--- src/rtl/fux_pkg.sv ---
package fux_pkg;
   localparam int unsigned REG_AW    = 6;
   localparam int unsigned ADR_BYTES = 3;
   localparam int unsigned DAT_BYTES = 4;
   localparam int unsigned DAT_IW    = $clog2(DAT_BYTES);
   localparam int unsigned CS_COUNT  = 2;

   localparam logic [REG_AW-1:0] OFF_CMD  = 6'h16;
   localparam logic [REG_AW-1:0] OFF_ADR0 = 6'h17;
   localparam logic [REG_AW-1:0] OFF_DAT0 = 6'h1A;
   localparam logic [REG_AW-1:0] OFF_CTL  = 6'h1E;
   localparam logic [REG_AW-1:0] OFF_EXT  = 6'h1F;
   localparam logic [REG_AW-1:0] OFF_WIDE = 6'h20;

   // transaction shape, bits 6:0 of the control byte
   typedef struct packed {
      logic       dev;
      logic       wr;
      logic       nocmd;
      logic       adr;
      logic [2:0] cnt;
   } ctl_t;

   // extended byte, bits 3:0
   typedef struct packed {
      logic       lock;
      logic       alt_cs;
      logic [1:0] sw_cs;
   } ext_t;

   typedef enum logic [2:0] {
      ST_IDLE, ST_SETUP, ST_LOAD, ST_XFER, ST_HOLD
   } st_t;
endpackage

--- src/rtl/fux_regs.sv ---
module fux_regs
   import fux_pkg::*;
(
   input  logic                           clk,
   input  logic                           rst_n,
   input  logic [REG_AW-1:0]              bus_addr,
   input  logic                           bus_we,
   input  logic [7:0]                     bus_wdata,
   output logic [7:0]                     bus_rdata,
   input  logic                           busy,
   input  logic                           eng_we,
   input  logic [DAT_IW-1:0]              eng_idx,
   input  logic [7:0]                     eng_data,
   output logic                           start,
   output logic [7:0]                     cmd_q,
   output logic [ADR_BYTES-1:0][7:0]      adr_q,
   output logic [DAT_BYTES-1:0][7:0]      dat_q,
   output ctl_t                           ctl_q,
   output ext_t                           ext_q
);
   logic bus_ok, fld_ok;
   assign bus_ok = bus_we && !busy;
   assign fld_ok = bus_ok && !ext_q.lock;
   assign start  = bus_ok && (bus_addr == OFF_CTL) && bus_wdata[7];

   always_ff @(posedge clk or negedge rst_n) begin
      if (!rst_n) begin
         cmd_q <= '0;
         ctl_q <= '0;
         ext_q <= ext_t'(4'b0011);
      end else begin
         if (fld_ok && bus_addr == OFF_CMD) cmd_q <= bus_wdata;
         if (bus_ok && bus_addr == OFF_CTL) ctl_q <= ctl_t'(bus_wdata[6:0]);
         if (bus_we && bus_addr == OFF_EXT) ext_q <= ext_t'(bus_wdata[3:0]);
      end
   end

   for (genvar k = 0; k < ADR_BYTES; k++) begin : g_adr
      logic [7:0] r;
      always_ff @(posedge clk or negedge rst_n) begin
         if (!rst_n) r <= '0;
         else if (fld_ok && bus_addr == OFF_ADR0 + REG_AW'(k)) r <= bus_wdata;
      end
      assign adr_q[k] = r;
   end

   for (genvar k = 0; k < DAT_BYTES; k++) begin : g_dat
      logic [7:0] r;
      always_ff @(posedge clk or negedge rst_n) begin
         if (!rst_n) r <= '0;
         else if (eng_we && eng_idx == DAT_IW'(k)) r <= eng_data;
         else if (fld_ok && (bus_addr == OFF_DAT0 + REG_AW'(k) ||
                             bus_addr == OFF_WIDE + REG_AW'(k))) r <= bus_wdata;
      end
      assign dat_q[k] = r;
   end

   always_comb begin
      bus_rdata = '0;
      if (bus_addr == OFF_CMD) bus_rdata = cmd_q;
      if (bus_addr == OFF_CTL) bus_rdata = {busy, ctl_q};
      if (bus_addr == OFF_EXT) bus_rdata = {4'b0000, ext_q};
      for (int k = 0; k < ADR_BYTES; k++)
         if (bus_addr == OFF_ADR0 + REG_AW'(k)) bus_rdata = adr_q[k];
      for (int k = 0; k < DAT_BYTES; k++)
         if (bus_addr == OFF_DAT0 + REG_AW'(k) || bus_addr == OFF_WIDE + REG_AW'(k))
            bus_rdata = dat_q[k];
   end

   // transaction fields hold still while the engine runs
   p_frozen_r8: assert property (@(posedge clk) disable iff (!rst_n)
      busy && $past(busy) |-> $stable(cmd_q) && $stable(adr_q) && $stable(ctl_q));
   // locked fields ignore bus writes
   p_locked_r9: assert property (@(posedge clk) disable iff (!rst_n)
      $past(ext_q.lock) |-> $stable(cmd_q) && $stable(adr_q));
endmodule

--- src/rtl/fux_tick.sv ---
module fux_tick #(
   parameter int unsigned HALF_DIV = 2
) (
   input  logic clk,
   input  logic rst_n,
   input  logic run,
   input  logic restart,
   output logic tick
);
   if (HALF_DIV < 1) begin : g_bad
      $fatal(1, "HALF_DIV must be at least 1");
   end

   if (HALF_DIV == 1) begin : g_every
      assign tick = run && !restart;
   end else begin : g_count
      localparam int unsigned CW = $clog2(HALF_DIV);
      localparam logic [CW-1:0] LAST = CW'(HALF_DIV - 1);
      logic [CW-1:0] cnt;
      always_ff @(posedge clk or negedge rst_n) begin
         if (!rst_n)                 cnt <= '0;
         else if (restart || !run)   cnt <= '0;
         else if (cnt == LAST)       cnt <= '0;
         else                        cnt <= cnt + 1'b1;
      end
      assign tick = run && !restart && (cnt == LAST);

      // ticks are spaced, never back to back
      p_tick_gap_r10: assert property (@(posedge clk) disable iff (!rst_n)
         tick |=> !tick);
   end
endmodule

--- src/rtl/fux_shift.sv ---
module fux_shift (
   input  logic       clk,
   input  logic       rst_n,
   input  logic       load,
   input  logic [7:0] load_byte,
   input  logic       tick,
   input  logic       miso,
   output logic       sck,
   output logic       mosi,
   output logic [7:0] rx_byte,
   output logic       byte_done
);
   logic [7:0] sh;
   logic [2:0] bitn;
   logic       act;

   always_ff @(posedge clk or negedge rst_n) begin
      if (!rst_n) begin
         sh <= '0; bitn <= '0; act <= 1'b0; sck <= 1'b0;
         rx_byte <= '0; byte_done <= 1'b0;
      end else begin
         byte_done <= 1'b0;
         if (load) begin
            sh <= load_byte; bitn <= '0; act <= 1'b1; sck <= 1'b0;
         end else if (act && tick) begin
            if (!sck) begin
               sck     <= 1'b1;
               rx_byte <= {rx_byte[6:0], miso};
            end else begin
               sck  <= 1'b0;
               sh   <= {sh[6:0], 1'b0};
               bitn <= bitn + 1'b1;
               if (bitn == 3'd7) begin
                  act       <= 1'b0;
                  byte_done <= 1'b1;
               end
            end
         end
      end
   end
   assign mosi = sh[7];

   // mode 0, data never moves while the clock is high or on its rise
   p_mosi_steady_r3: assert property (@(posedge clk) disable iff (!rst_n)
      sck |-> $stable(mosi));
   p_done_low_r3: assert property (@(posedge clk) disable iff (!rst_n)
      byte_done |-> !sck);
endmodule

--- src/rtl/fux_seq.sv ---
module fux_seq
   import fux_pkg::*;
(
   input  logic                      clk,
   input  logic                      rst_n,
   input  logic                      start,
   input  logic                      c_nocmd,
   input  logic                      c_adr,
   input  logic                      c_wr,
   input  logic [2:0]                c_cnt,
   input  logic [7:0]                cmd,
   input  logic [ADR_BYTES-1:0][7:0] adr,
   input  logic [DAT_BYTES-1:0][7:0] dat,
   input  logic                      tick,
   input  logic                      byte_done,
   input  logic [7:0]                rx_byte,
   output logic                      busy,
   output logic                      load,
   output logic [7:0]                load_byte,
   output logic                      eng_we,
   output logic [DAT_IW-1:0]         eng_idx,
   output logic [7:0]                eng_data
);
   st_t        st;
   logic [3:0] idx, n_cmd, n_adr, n_dat, total, a_off;
   logic [1:0] asel;
   logic [DAT_IW-1:0] dsel;
   logic [7:0] byte_out;
   logic       is_rd;

   assign n_cmd = c_nocmd ? 4'd0 : 4'd1;
   assign n_adr = c_adr ? 4'(ADR_BYTES) : 4'd0;
   assign n_dat = (c_cnt > 3'(DAT_BYTES)) ? 4'(DAT_BYTES) : {1'b0, c_cnt};
   assign total = n_cmd + n_adr + n_dat;
   assign a_off = idx - n_cmd;
   assign asel  = 2'(4'(ADR_BYTES - 1) - a_off);
   assign dsel  = DAT_IW'(idx - n_cmd - n_adr);

   always_comb begin
      byte_out = 8'h00;
      is_rd    = 1'b0;
      if (!c_nocmd && idx == 4'd0)   byte_out = cmd;
      else if (idx < n_cmd + n_adr)  byte_out = adr[asel];
      else if (c_wr)                 byte_out = dat[dsel];
      else                           is_rd    = 1'b1;
   end

   always_ff @(posedge clk or negedge rst_n) begin
      if (!rst_n) begin
         st  <= ST_IDLE;
         idx <= '0;
      end else begin
         case (st)
            ST_IDLE:  if (start) begin st <= ST_SETUP; idx <= '0; end
            ST_SETUP: if (tick) st <= (total == 4'd0) ? ST_HOLD : ST_LOAD;
            ST_LOAD:  st <= ST_XFER;
            ST_XFER:  if (byte_done) begin
                         if (idx == total - 4'd1) st <= ST_HOLD;
                         else begin idx <= idx + 4'd1; st <= ST_LOAD; end
                      end
            ST_HOLD:  if (tick) st <= ST_IDLE;
            default:  st <= ST_IDLE;
         endcase
      end
   end

   assign busy      = (st != ST_IDLE);
   assign load      = (st == ST_LOAD);
   assign load_byte = is_rd ? 8'h00 : byte_out;
   assign eng_we    = (st == ST_XFER) && byte_done && is_rd;
   assign eng_idx   = dsel;
   assign eng_data  = rx_byte;

   // a start is followed by a busy engine
   p_start_busy_r5: assert property (@(posedge clk) disable iff (!rst_n)
      start |=> busy);
   // captures only happen in a read data phase and within the count
   p_capture_r4: assert property (@(posedge clk) disable iff (!rst_n)
      eng_we |-> !c_wr && (idx < total));
endmodule

--- src/rtl/flash_uxfer_engine.sv ---
module flash_uxfer_engine
   import fux_pkg::*;
#(
   parameter int unsigned HALF_DIV = 2
) (
   input  logic              clk,
   input  logic              rst_n,
   input  logic [REG_AW-1:0] reg_addr,
   input  logic              reg_we,
   input  logic [7:0]        reg_wdata,
   output logic [7:0]        reg_rdata,
   output logic              spi_sck,
   output logic              spi_mosi,
   input  logic              spi_miso,
   output logic [1:0]        spi_cs_n
);
   if (CS_COUNT != 2) begin : g_cs_bad
      $fatal(1, "extended byte carries exactly two select levels");
   end

   logic busy, start, tick, load, byte_done, eng_we, auto_dev;
   logic [7:0] load_byte, rx_byte, eng_data, cmd_q;
   logic [DAT_IW-1:0] eng_idx;
   logic [ADR_BYTES-1:0][7:0] adr_q;
   logic [DAT_BYTES-1:0][7:0] dat_q;
   ctl_t ctl_q;
   ext_t ext_q;

   fux_regs u_regs (
      .clk, .rst_n, .bus_addr(reg_addr), .bus_we(reg_we), .bus_wdata(reg_wdata),
      .bus_rdata(reg_rdata), .busy, .eng_we, .eng_idx, .eng_data, .start,
      .cmd_q, .adr_q, .dat_q, .ctl_q, .ext_q
   );

   fux_tick #(.HALF_DIV(HALF_DIV)) u_tick (
      .clk, .rst_n, .run(busy), .restart(start | load | byte_done), .tick
   );

   fux_shift u_shift (
      .clk, .rst_n, .load, .load_byte, .tick, .miso(spi_miso),
      .sck(spi_sck), .mosi(spi_mosi), .rx_byte, .byte_done
   );

   fux_seq u_seq (
      .clk, .rst_n, .start, .c_nocmd(ctl_q.nocmd), .c_adr(ctl_q.adr),
      .c_wr(ctl_q.wr), .c_cnt(ctl_q.cnt), .cmd(cmd_q), .adr(adr_q), .dat(dat_q),
      .tick, .byte_done, .rx_byte, .busy, .load, .load_byte,
      .eng_we, .eng_idx, .eng_data
   );

   assign auto_dev = ext_q.alt_cs | ctl_q.dev;
   for (genvar i = 0; i < CS_COUNT; i++) begin : g_cs
      assign spi_cs_n[i] = ext_q.sw_cs[i] & ~(busy && (auto_dev == 1'(i)));
   end

   // clocking only with some device selected
   p_sck_selected_r6: assert property (@(posedge clk) disable iff (!rst_n)
      spi_sck |-> (spi_cs_n != 2'b11));
   // clock idles low outside transactions
   p_idle_low_r5: assert property (@(posedge clk) disable iff (!rst_n)
      !busy |-> !spi_sck);
endmodule

--- config.mk ---
export PLATFORM = sky130hd
export DESIGN_NAME = flash_uxfer_engine
export DESIGN_NICKNAME = d
export VERILOG_FILES = /design/src/rtl/fux_pkg.sv /design/src/rtl/fux_regs.sv /design/src/rtl/fux_tick.sv /design/src/rtl/fux_shift.sv /design/src/rtl/fux_seq.sv /design/src/rtl/flash_uxfer_engine.sv
export SDC_FILE = /design/constraint.sdc
export NUM_CORES = 1
export LEC_CHECK = 0
export BUFFER_PORTS_ARGS = -buffer_cell sky130_fd_sc_hd__buf_2
export CAP_MARGIN = 20
export CORE_UTILIZATION = 50
export DETAILED_ROUTE_END_ITERATION = 8
export PLACE_DENSITY = 0.67
export SKIP_LAST_GASP = 1
export SYNTH_ARGS = -nofsm -noshare
export SYNTH_HDL_FRONTEND = slang
export SYNTH_HIERARCHICAL = 1
export SYNTH_SLANG_ARGS = --single-unit
--- constraint.sdc ---
create_clock -name clk -period 3.39 [get_ports clk]
set_input_delay 0.678 -clock clk [delete_from_list [all_inputs] [get_ports clk]]
set_output_delay 0.678 -clock clk [all_outputs]
set_load 0.01 [all_outputs]
# Word level (Yosys, flattened, before mapping)
# Cells that the tools add are included.
[op_classes] n_reduce_logical=52 addsub=9 div=0 n_eq_ne=28 n_lt_le_gt_ge=4 mul=0 shift=0 bitwise=10 muxes=62
[op_table] cell="8-bit two-way mux" n=27
[op_table] cell="6-bit by 5-bit equality test with 1-bit output (second input constant)" n=10
[op_table] cell="8-bit binary-select mux with 2-bit select" n=2
[op_table] cell="3-bit two-way mux" n=10
[op_table] cell="1-bit logical AND" n=25
[op_table] cell="6-bit equality test (second input constant)" n=4
[op_table] cell="1-bit two-way mux" n=17
[op_table] cell="2-bit nonzero test" n=8
[op_table] cell="3-bit one-hot mux with 5 select lines" n=1
[op_table] cell="4-bit two-way mux" n=3
[op_table] cell="2-bit != test (second input constant)" n=5
[op_table] cell="4-bit adder" n=2
[op_table] cell="4-bit zero test" n=2
[op_table] cell="4-bit one-hot mux with 2 select lines" n=1
[op_table] cell="4-bit AND reduction" n=2
[op_table] cell="3-bit by 2-bit equality test with 1-bit output (second input constant)" n=2
[op_table] cell="3-bit equality test (second input constant)" n=2
[op_table] cell="2-bit by 3-bit < comparator with 1-bit output (second input constant)" n=2
[op_table] cell="3-bit AND reduction" n=2
[op_table] cell="1-bit logical OR" n=5
[op_table] cell="1-bit NOT" n=5
[op_table] cell="4-bit by 1-bit adder with 4-bit output (second input constant)" n=1
[op_table] cell="2-bit equality test (second input constant)" n=2
[op_table] cell="4-bit equality test" n=1
[op_table] cell="other kinds (17)" n=24
[totals] elab_cells=190 n_memories=0 romBits=0 ram_bits=0 inputBits=18 output_inout_bits=12 ff_bits=105 latch_bits=0

# Longest topological paths before layout
# Gate-level depths: netlist of the first run.
[depth] ltp_word=13 ltp_mapped=12 ltp_nobuf=11

# Hierarchy
# The synthesis of the first run kept the hierarchy.
[by_module_without_submodules] module="fux_regs" cells_each=380 seq_area_each_um2=1879.3 area_each_um2=4189.0 n_inst=1
[by_module_without_submodules] module="fux_seq" cells_each=174 seq_area_each_um2=175.2 area_each_um2=1530.2 n_inst=1
[by_module_without_submodules] module="fux_shift" cells_each=85 seq_area_each_um2=550.5 area_each_um2=940.9 n_inst=1
[by_module_without_submodules] module="fux_tick" cells_each=3 seq_area_each_um2=25.0 area_each_um2=46.3 n_inst=1
[by_module_without_submodules] module="flash_uxfer_engine" cells_each=5 seq_area_each_um2=0.0 area_each_um2=28.8 n_inst=1

# Least setup slack after synthesis of the first run
# OpenSTA, ideal clock, no wires.
[synth_path] kind="input to register" startpoint="in reg_addr[4]" endpoint="reg u_shift.rx_byte[0]" arrival_ns=2.859 t_required_ns=3.265 setup_slack_ns=0.406 n_path_buf=2 setup_ns=0.125 cell_stages=10 path_cell_list="buf_4 and4b_1 buf_2 nand4_2 nor2_1 or3_1 and3b_1 nand2_2 nor3_4 mux2_2"
[synth_via] elab_chain_len=10
[synth_lines] item="start, declared" line="flash_uxfer_engine.sv:8" text="input logic [REG_AW-1:0] reg_addr,"
[synth_lines] item="6-bit by 5-bit equality test with 1-bit output" line="fux_regs.sv:24" text="assign start = bus_ok && (bus_addr == OFF_CTL) && bus_wdata[7];"
[synth_lines] item="1-bit logical AND (2 in a row)" line="fux_regs.sv:24"
[synth_lines] item="named net start" line="flash_uxfer_engine.sv:21" text="logic busy, start, tick, load, byte_done, eng_we, auto_dev;"
[synth_lines] item="1-bit bitwise OR (2 in a row)" line="flash_uxfer_engine.sv:36" text=".clk, .rst_n, .run(busy), .restart(start | load | byte_done), .tick"
[synth_lines] item="1-bit zero test" line="fux_tick.sv:26" text="assign tick = run && !restart && (cnt == LAST);"
[synth_lines] item="1-bit logical AND (2 in a row)" line="fux_tick.sv:26"
[synth_lines] item="named net tick" line="flash_uxfer_engine.sv:21"
[synth_lines] item="1-bit logical AND" line="fux_shift.sv:25" text="end else if (act && tick) begin"
[synth_lines] item="3-bit AND reduction (no source line)"
[synth_lines] item="end signal, assigned" line="fux_shift.sv:28" text="rx_byte <= {rx_byte[6:0], miso};"
[synth_lines] item="end, declared" line="fux_shift.sv:10" text="output logic [7:0] rx_byte,"
# The timed path passes the listed nets, and every way through them passes these cells.
# A chain may end at the register's enable or synchronous reset.

# Worst setup path in the final report of the first run
[layout_path] startpoint="in reg_addr[1]" endpoint="out reg_rdata[2]"
[layout_via] elab_chain_len=11 word_cells_on_any_way=28 classes_between="eq/ne: 14; mux: 10; reduce/logical: 4"
[layout_lines] item="6-bit by 5-bit equality test with 1-bit output" line="fux_regs.sv:60" text="if (bus_addr == OFF_CMD) bus_rdata = cmd_q;"
[layout_lines] item="8-bit two-way mux" line="fux_regs.sv:60"
[layout_lines] item="8-bit two-way mux" line="fux_regs.sv:61" text="if (bus_addr == OFF_CTL) bus_rdata = {busy, ctl_q};"
[layout_lines] item="8-bit two-way mux" line="fux_regs.sv:62" text="if (bus_addr == OFF_EXT) bus_rdata = {4'b0000, ext_q};"
[layout_lines] item="8-bit two-way mux (3 in a row)" line="fux_regs.sv:64" text="if (bus_addr == OFF_ADR0 + REG_AW'(k)) bus_rdata = adr_q[k];"
[layout_lines] item="8-bit two-way mux (3 in a row)" line="fux_regs.sv:66" text="if (bus_addr == OFF_DAT0 + REG_AW'(k) || bus_addr == OFF_WIDE + REG_AW'(k))"
[layout_lines] item="8-bit two-way mux (*)" line="fux_regs.sv:66"
[layout_lines] item="end, declared" line="flash_uxfer_engine.sv:11" text="output logic [7:0] reg_rdata,"
# Every way passes the cells marked *; elsewhere a longest branch is shown, timed or not.

==> results.json, run 1 <==
{
  "status": "finished, final reports clean",
  "clock_sinks": 105,
  "cts_tree": "built",
  "nNetsFinal": 688,
  "synth_cells": 647,
  "reg2reg_depth": 11,
  "drt_wl_total_mm": 16.7,
  "antenna_cells": 0,
  "fin_setup_tns_ns": 0,
  "met1Wirelength_mm": 7.12,
  "cts-htree-levels": 3,
  "ant_nets": 0,
  "r2r_start": "u_regs/ctl_q[4]",
  "path_cells": "buf_2 -> and4bb_1 -> a22oi_4 -> o22ai_1 -> a211o_1 -> buf_2",
  "path_common_cell": "buf_2",
  "drtPass1Iterations": 6,
  "synthTopCellsByCount": "dfrtp_1 (103), nand2_1 (67), mux2_2 (47)",
  "wl_met3_um": 704,
  "setup_viol": 0,
  "synth-edff-count": 0,
  "ys_seq_area_share_pct": 39.0,
  "required_ns": 2.71,
  "postPlaceCellArea_um2": 6960,
  "overflow": 0,
  "ys_warn_count": 6,
  "io_buffer_count": 29,
  "die-area_um2": 13900,
  "fin_crit_sh_pct": 94.1,
  "rrSetupSlack_ns": 0.31,
  "synth_seq_cells": 105,
  "cp_max_fo": 16,
  "fin_crit_ns": 3.19,
  "clk_pin_slew_ns": 0.07,
  "cts.repair.resized": 0,
  "synthToLayoutAreaGrowth_pct": 7.39,
  "fp.dieW_um": 118,
  "ctsHoldBuffers": 0,
  "hold_slack_ns": 0.377,
  "syn_area_um2": 6740,
  "synth_nets": 680,
  "cp-start-kind": "primary input",
  "critPathTopFamily": "compound AO/OA/AOI/OAI gates",
  "rsz0062_at_grt": "no",
  "grt_pass1_wl_mm": 27.6,
  "path_buf_inv": 2,
  "report.final.hold_viol_count": 0,
  "synth_top_flop_cell": "dfrtp_1",
  "holdCritPathClass": "primary input to asynchronous set/reset pin",
  "ioPinCount": 30,
  "synthArstFlopShare_pct": 100,
  "gp_congestion": 0.910,
  "dp_hpwl_mm": 12.5,
  "synth_top_area_share_pct": 38.3,
  "skew_ns": 0.00651,
  "syn_avg_cell_area_um2": 10.4,
  "dr_total_vias": 5052,
  "synth.area.top_cells": "dfrtp_1 (38%), mux2_2 (7.9%), mux2i_1 (6.2%), nand2_1 (3.7%), mux4_1 (3.1%)",
  "rows": 42,
  "slowest_stage": "a22oi_4",
  "vias_per_cell": 6.06,
  "synth.distinct_cells": 74,
  "die_y_um": 118,
  "fmax_mhz": 313,
  "core-area_um2": 13200,
  "max_stage_delay_ns": 0.54,
  "final_area_um2": 7230,
  "p_per_area_nw_per_um2": 334,
  "drtIter0Drc": 385,
  "routed.top_layer": "met4",
  "leakage_nw": 3.53,
  "grt_max_degree": 56,
  "avgRoutedWirePerCell_um": 20.0,
  "end_kind": "output port",
  "crit_type": "primary input to output port",
  "cts_buffer_depth": 2,
  "finalMaxSlewViolations": 0,
  "synth.most_common_cell": "dfrtp_1",
  "drive_gt1_share_pct": 22.0,
  "post-cts-setup-buffers": 0,
  "synth_top_cell_by_area": "dfrtp_1",
  "cap_viol_max_count": 0,
  "regToRegEndpoint": "u_seq/idx[1]",
  "clock-root-buffer": "clkbuf_16",
  "start_util_pct": 51.1,
  "grtUsageTotal_pct": 25.6,
  "antenna_found_initial": 0,
  "grt_pass1_vias": 5182,
  "insertion_delay_ns": 0.35,
  "crit_arrival_ns": 2.51,
  "worst_slew_pin_slew_ns": 0.716,
  "drc_errors": 0,
  "numCtsBuffers": 9,
  "slew_headroom_pct": 52.3,
  "ir_worst_vdd_mv": 0.404,
  "dr_wl_met2_mm": 8.60
}
-- layer usage --
metal	global-route usage, %	vias up
li1	-	2373
met1	32.7	2530
met2	43.6	123
met3	4.89	26
met4	7.69	0
met5	0	-
-- per-stage QoR --
stage                     setup WS [ns]  std cells  power, mW  utilization [%]
after detailed placement          0.236        820       1.46             52.8
after CTS                         0.228        834       2.44             54.8
after floorplan                   0.406        647       1.39                -
final                             0.200        834       2.42             54.8
after global routing             0.0890        834       2.50             54.8
after global placement            0.247        820       1.46             52.8
-- flip-flops by register name (all words and copies together) (netlist names) --
| name | flops |
|---|---|
| u_regs/ctl_q | 7 |
| u_regs/cmd_q | 8 |
| u_shift/act | 1 |
| u_shift/byte_done | 1 |
| u_seq/idx | 4 |
| u_shift/sh | 8 |
| u_shift/sck | 1 |
| u_regs/g_dat.r | 32 |
| u_seq/st | 3 |
| u_shift/bitn | 3 |
| u_regs/g_adr.r | 24 |
| u_shift/rx_byte | 8 |
| u_tick/g_count.cnt | 1 |
| u_regs/ext_q | 4 |
-- report_power, final --
group	leakage, nW	switching [mW]	internal [mW]
Clock	0.127	0.450	0.531
Sequential	1.42	0.00780	1.26
Combinational	1.99	0.108	0.0575
-- placed cells by master (no fill, tap or decap), drive strengths merged, types with 4 or more instances in the layout --
| cell | n |
|---|---|
| a21oi | 41 |
| a221o | 10 |
| a221oi | 8 |
| and2 | 11 |
| and3 | 4 |
| buf | 47 |
| clkbuf | 12 |
| dfrtp | 103 |
| ha | 14 |
| inv | 13 |
| mux2 | 56 |
| mux2i | 42 |
| mux4 | 11 |
| nand2 | 69 |
| nand2b | 4 |
| nand3 | 12 |
| nand3b | 6 |
| nor2 | 35 |
| nor2b | 18 |
| nor3 | 11 |
| nor3b | 7 |
| o21ai | 43 |
| o22ai | 11 |
| or3 | 4 |
| xnor2 | 6 |
| xor2 | 4 |
-- worst reg2reg max path, delay by kind of cell (launching register included) --
kind,cells,cell delay (ns)
compound gates,1,0.36
xor+xnor,2,0.36
fa+ha+maj,4,1.29
buf+inv,2,0.15
flops,1,0.44
mux,1,0.23
simple gates,1,0.17
-- area by class of cell --
cell class	instances	area [um2]
Inverter	13	48.8
Timing Repair Buffer	47	295
Sequential cell	105	2630
Multi-Input combinational cell	479	3770
Clock inverter	2	15.0
Clock buffer	12	256
Tap cell	176	220
Fill cell	1147	5960
-- kinds of logic after synthesis --
logic type                 share of synthesized area, %
xor gates and xnor gates                           1.86
and+or+nand+nor                                    16.5
muxes                                              20.2
DFF                                                39.0
adders and majority gates                          2.90
AOI/OAI and AO/OA                                  14.4
buffers and inverters                              5.09
-- worst max path at each step --
stage	cells after the start	to	start	slack (ns)
finish	6	reg_rdata[2]	reg_addr[1]	0.20
floorplan	10	u_shift/rx_byte[0]	reg_addr[4]	0.41
global route	11	u_seq/idx[1]	u_regs/ctl_q[4]	0.09
CTS	6	reg_rdata[2]	reg_addr[1]	0.23
detailed placement	7	reg_rdata[7]	reg_addr[1]	0.24
global placement	7	reg_rdata[7]	reg_addr[1]	0.25
Note: power is estimated with default switching activity, not from simulation.
==> run 2: changes to the inputs <==
==> constraint.sdc (replaced) <==
create_clock -name clk -period 3.39 [get_ports clk]
set_input_delay 0.1695 -clock clk [delete_from_list [all_inputs] [get_ports clk]]
set_output_delay 0.1695 -clock clk [all_outputs]
set_load 0.01 [all_outputs]
==> run 2 against run 1 <==
Against the previous run: utilization is 0.15 points lower; sequential power hardly changed; highest routed layer unchanged; sequential share of layout area is 0.10 points higher; routed wire length is 1.6% higher; worst hold slack worse by 0.33 ns; critical endpoint is now u_shift/rx_byte[0]; first-iteration DRC count is 12% higher.
==> results.json, run 2 (synthesis gave the netlist of run 1 again) <==
{
  "status": "finished, final reports clean",
  "crit_type": "flip-flop to flip-flop",
  "grt_pass1_wl_mm": 27.6,
  "cts_buffer_depth": 2,
  "ioPinCount": 30,
  "dp_hpwl_mm": 12.4,
  "clock-root-buffer": "clkbuf_16",
  "cp-start-kind": "flip-flop",
  "holdCritPathClass": "primary input to flip-flop",
  "overflow": 0,
  "rsz0062_at_grt": "no",
  "largest_register_ffs": 32,
  "final_common_cell": "dfrtp_1",
  "fmax_mhz": 317,
  "dr_total_vias": 5065,
  "grt_pass1_vias": 5096,
  "final_area_um2": 7210,
  "vias_per_cell": 6.07,
  "clock_sinks": 105,
  "crit_arrival_ns": 3.40,
  "cts-htree-levels": 3,
  "synthToLayoutAreaGrowth_pct": 7.10,
  "cts_tree": "built",
  "path_common_cell": "or3_1",
  "swShare_pct": 25.1,
  "postPlaceCellArea_um2": 6930,
  "fin_setup_tns_ns": 0,
  "power_frac_comb_pct": 6.7,
  "drtIter0Drc": 431,
  "skew_ns": 0.00818,
  "numCtsBuffers": 9,
  "leakage_nw": 3.53,
  "nNetsFinal": 687,
  "setup_viol": 0,
  "dp_slack_ns": 0.274,
  "largest_registers": "u_regs/g_dat.r x32, u_regs/g_adr.r x24",
  "drive_gt1_share_pct": 21.9,
  "layout_common_cells": "dfrtp_1 (103), nand2_1 (67), mux2_2 (47), mux2i_1 (42), a21oi_1 (41)",
  "drt_wl_total_mm": 17.0,
  "p_per_area_nw_per_um2": 337,
  "antenna_found_initial": 0,
  "grt_max_degree": 64,
  "netSwitchingPower_uw": 612,
  "grtUsageTotal_pct": 25.9,
  "p_seq_share_pct": 52.3,
  "fp.dieW_um": 118,
  "cts.repair.resized": 0,
  "fin_crit_ns": 3.16,
  "end_kind": "flip-flop",
  "intPower_mw": 1.82,
  "nFillCells": 1161,
  "ant_nets": 0,
  "drc_errors": 0,
  "worst_slew_pin_slew_ns": 0.828,
  "pwr-share-clk_pct": 40.9,
  "die_y_um": 118,
  "ir_worst_vdd_mv": 0.245,
  "path_buf_inv": 0,
  "setup_ws_ns": 0.234,
  "critPathTopFamily": "simple AND/OR/NAND/NOR gates",
  "antenna_cells": 0,
  "cap_viol_max_count": 0,
  "clk_pin_slew_ns": 0.07,
  "finalMaxSlewViolations": 0,
  "die-area_um2": 13900,
  "core-area_um2": 13200,
  "fin_crit_sh_pct": 93.1,
  "report.final.hold_viol_count": 0,
  "path_cells": "or3_1 -> and2b_1 -> nand4_2 -> nor2_1 -> or3_1 -> and3b_1 -> nand2_2 -> nor3_4 -> mux2_2",
  "io_buffer_count": 29,
  "start_util_pct": 51.1,
  "max_stage_delay_ns": 0.55,
  "drtPass1Iterations": 5,
  "rows": 42,
  "slowest_stage": "dfrtp_1",
  "top_register": "u_regs/g_dat.r",
  "slew_headroom_pct": 44.8,
  "gp_congestion": 0.863,
  "insertion_delay_ns": 0.36,
  "required_ns": 3.64,
  "avgRoutedWirePerCell_um": 20.4,
  "cp_max_fo": 12
}
## run 2: changes by cell type in the layout (fill, tap and decap cells not counted)
cell	previous run	this run
clkbuf_8	2	0
buf_4	18	17
clkinv_4	0	2
clkinvlp_4	2	0
dlygate4sd3_1	0	1
inv_6	0	2
clkinv_2	0	1
buf_12	1	0
## run 2: layer usage
metal / track usage (%) / up-vias / routed length, um
met5: 0 / - / 0
li1: - / 2371 / -
met4: 10.3 / 0 / 436
met1: 33.2 / 2521 / 7350
met3: 5.96 / 34 / 847
met2: 42.2 / 139 / 8350
## run 2: final cells by class
cell class | count | area (um2) | share of cell area, %
timing repair buffer | 46 | 278 | 3.85
clock inverter | 5 | 40.0 | 0.555
tap | 176 | 220 | 3.05
sequential | 105 | 2630 | 36.5
multi-input combinational | 479 | 3770 | 52.2
clock buffer | 10 | 229 | 3.17
inverter | 13 | 48.8 | 0.676
## run 2: timing repair
| item | in CTS | in global routing |
|---|---|---|
| hold buffers | 1 | 0 |
| setup buffers | 0 | 0 |
| hold endpoints to repair | 61 | 0 |
## run 2: worst reg2reg max path: stages, from the launching register on
cell and delay, ns:
dfrtp_1 0.55, or3_1 0.26, and2b_1 0.25, nand4_2 0.15, nor2_1 0.12, or3_1 0.39, and3b_1 0.36, nand2_2 0.12
nor3_4 0.45, mux2_2 0.41
## run 2: per-stage QoR
stage	util (%)	hold slack, ns	std cells	total power [mW]
finish	54.7	0.0457	834	2.43
global route	54.7	0.0377	834	2.51
CTS	54.7	0.0342	834	2.46
detailed placement	52.6	0.321	818	1.46
global placement	52.6	0.312	818	1.46
floorplan	-	-0.126	647	1.39
## run 2: path summary, 6_finish.rpt
kind                                         start                 end  slack, ns  depth (start not counted)
worst max-delay path                   u_seq/st[2]  u_shift/rx_byte[0]       0.23                          9
worst min-delay path                      spi_miso  u_shift/rx_byte[0]       0.05                          2
worst max register to register         u_seq/st[2]  u_shift/rx_byte[0]       0.23                          9
worst min register to register  u_tick/g_count.cnt  u_tick/g_count.cnt       0.45                          1
max in group asynchronous                    rst_n     u_regs/ext_q[0]       2.05                          3
min in group asynchronous                    rst_n        u_seq/idx[3]       0.43                          2
## run 2: power groups by stage
stage	Clock [mW]	Sequential, mW	Combinational [mW]
floorplan	0	1.29	0.0969
global placement	0	1.30	0.161
detailed placement	0	1.30	0.164
CTS	1.02	1.27	0.165
global route	1.06	1.27	0.181
finish	0.996	1.27	0.164
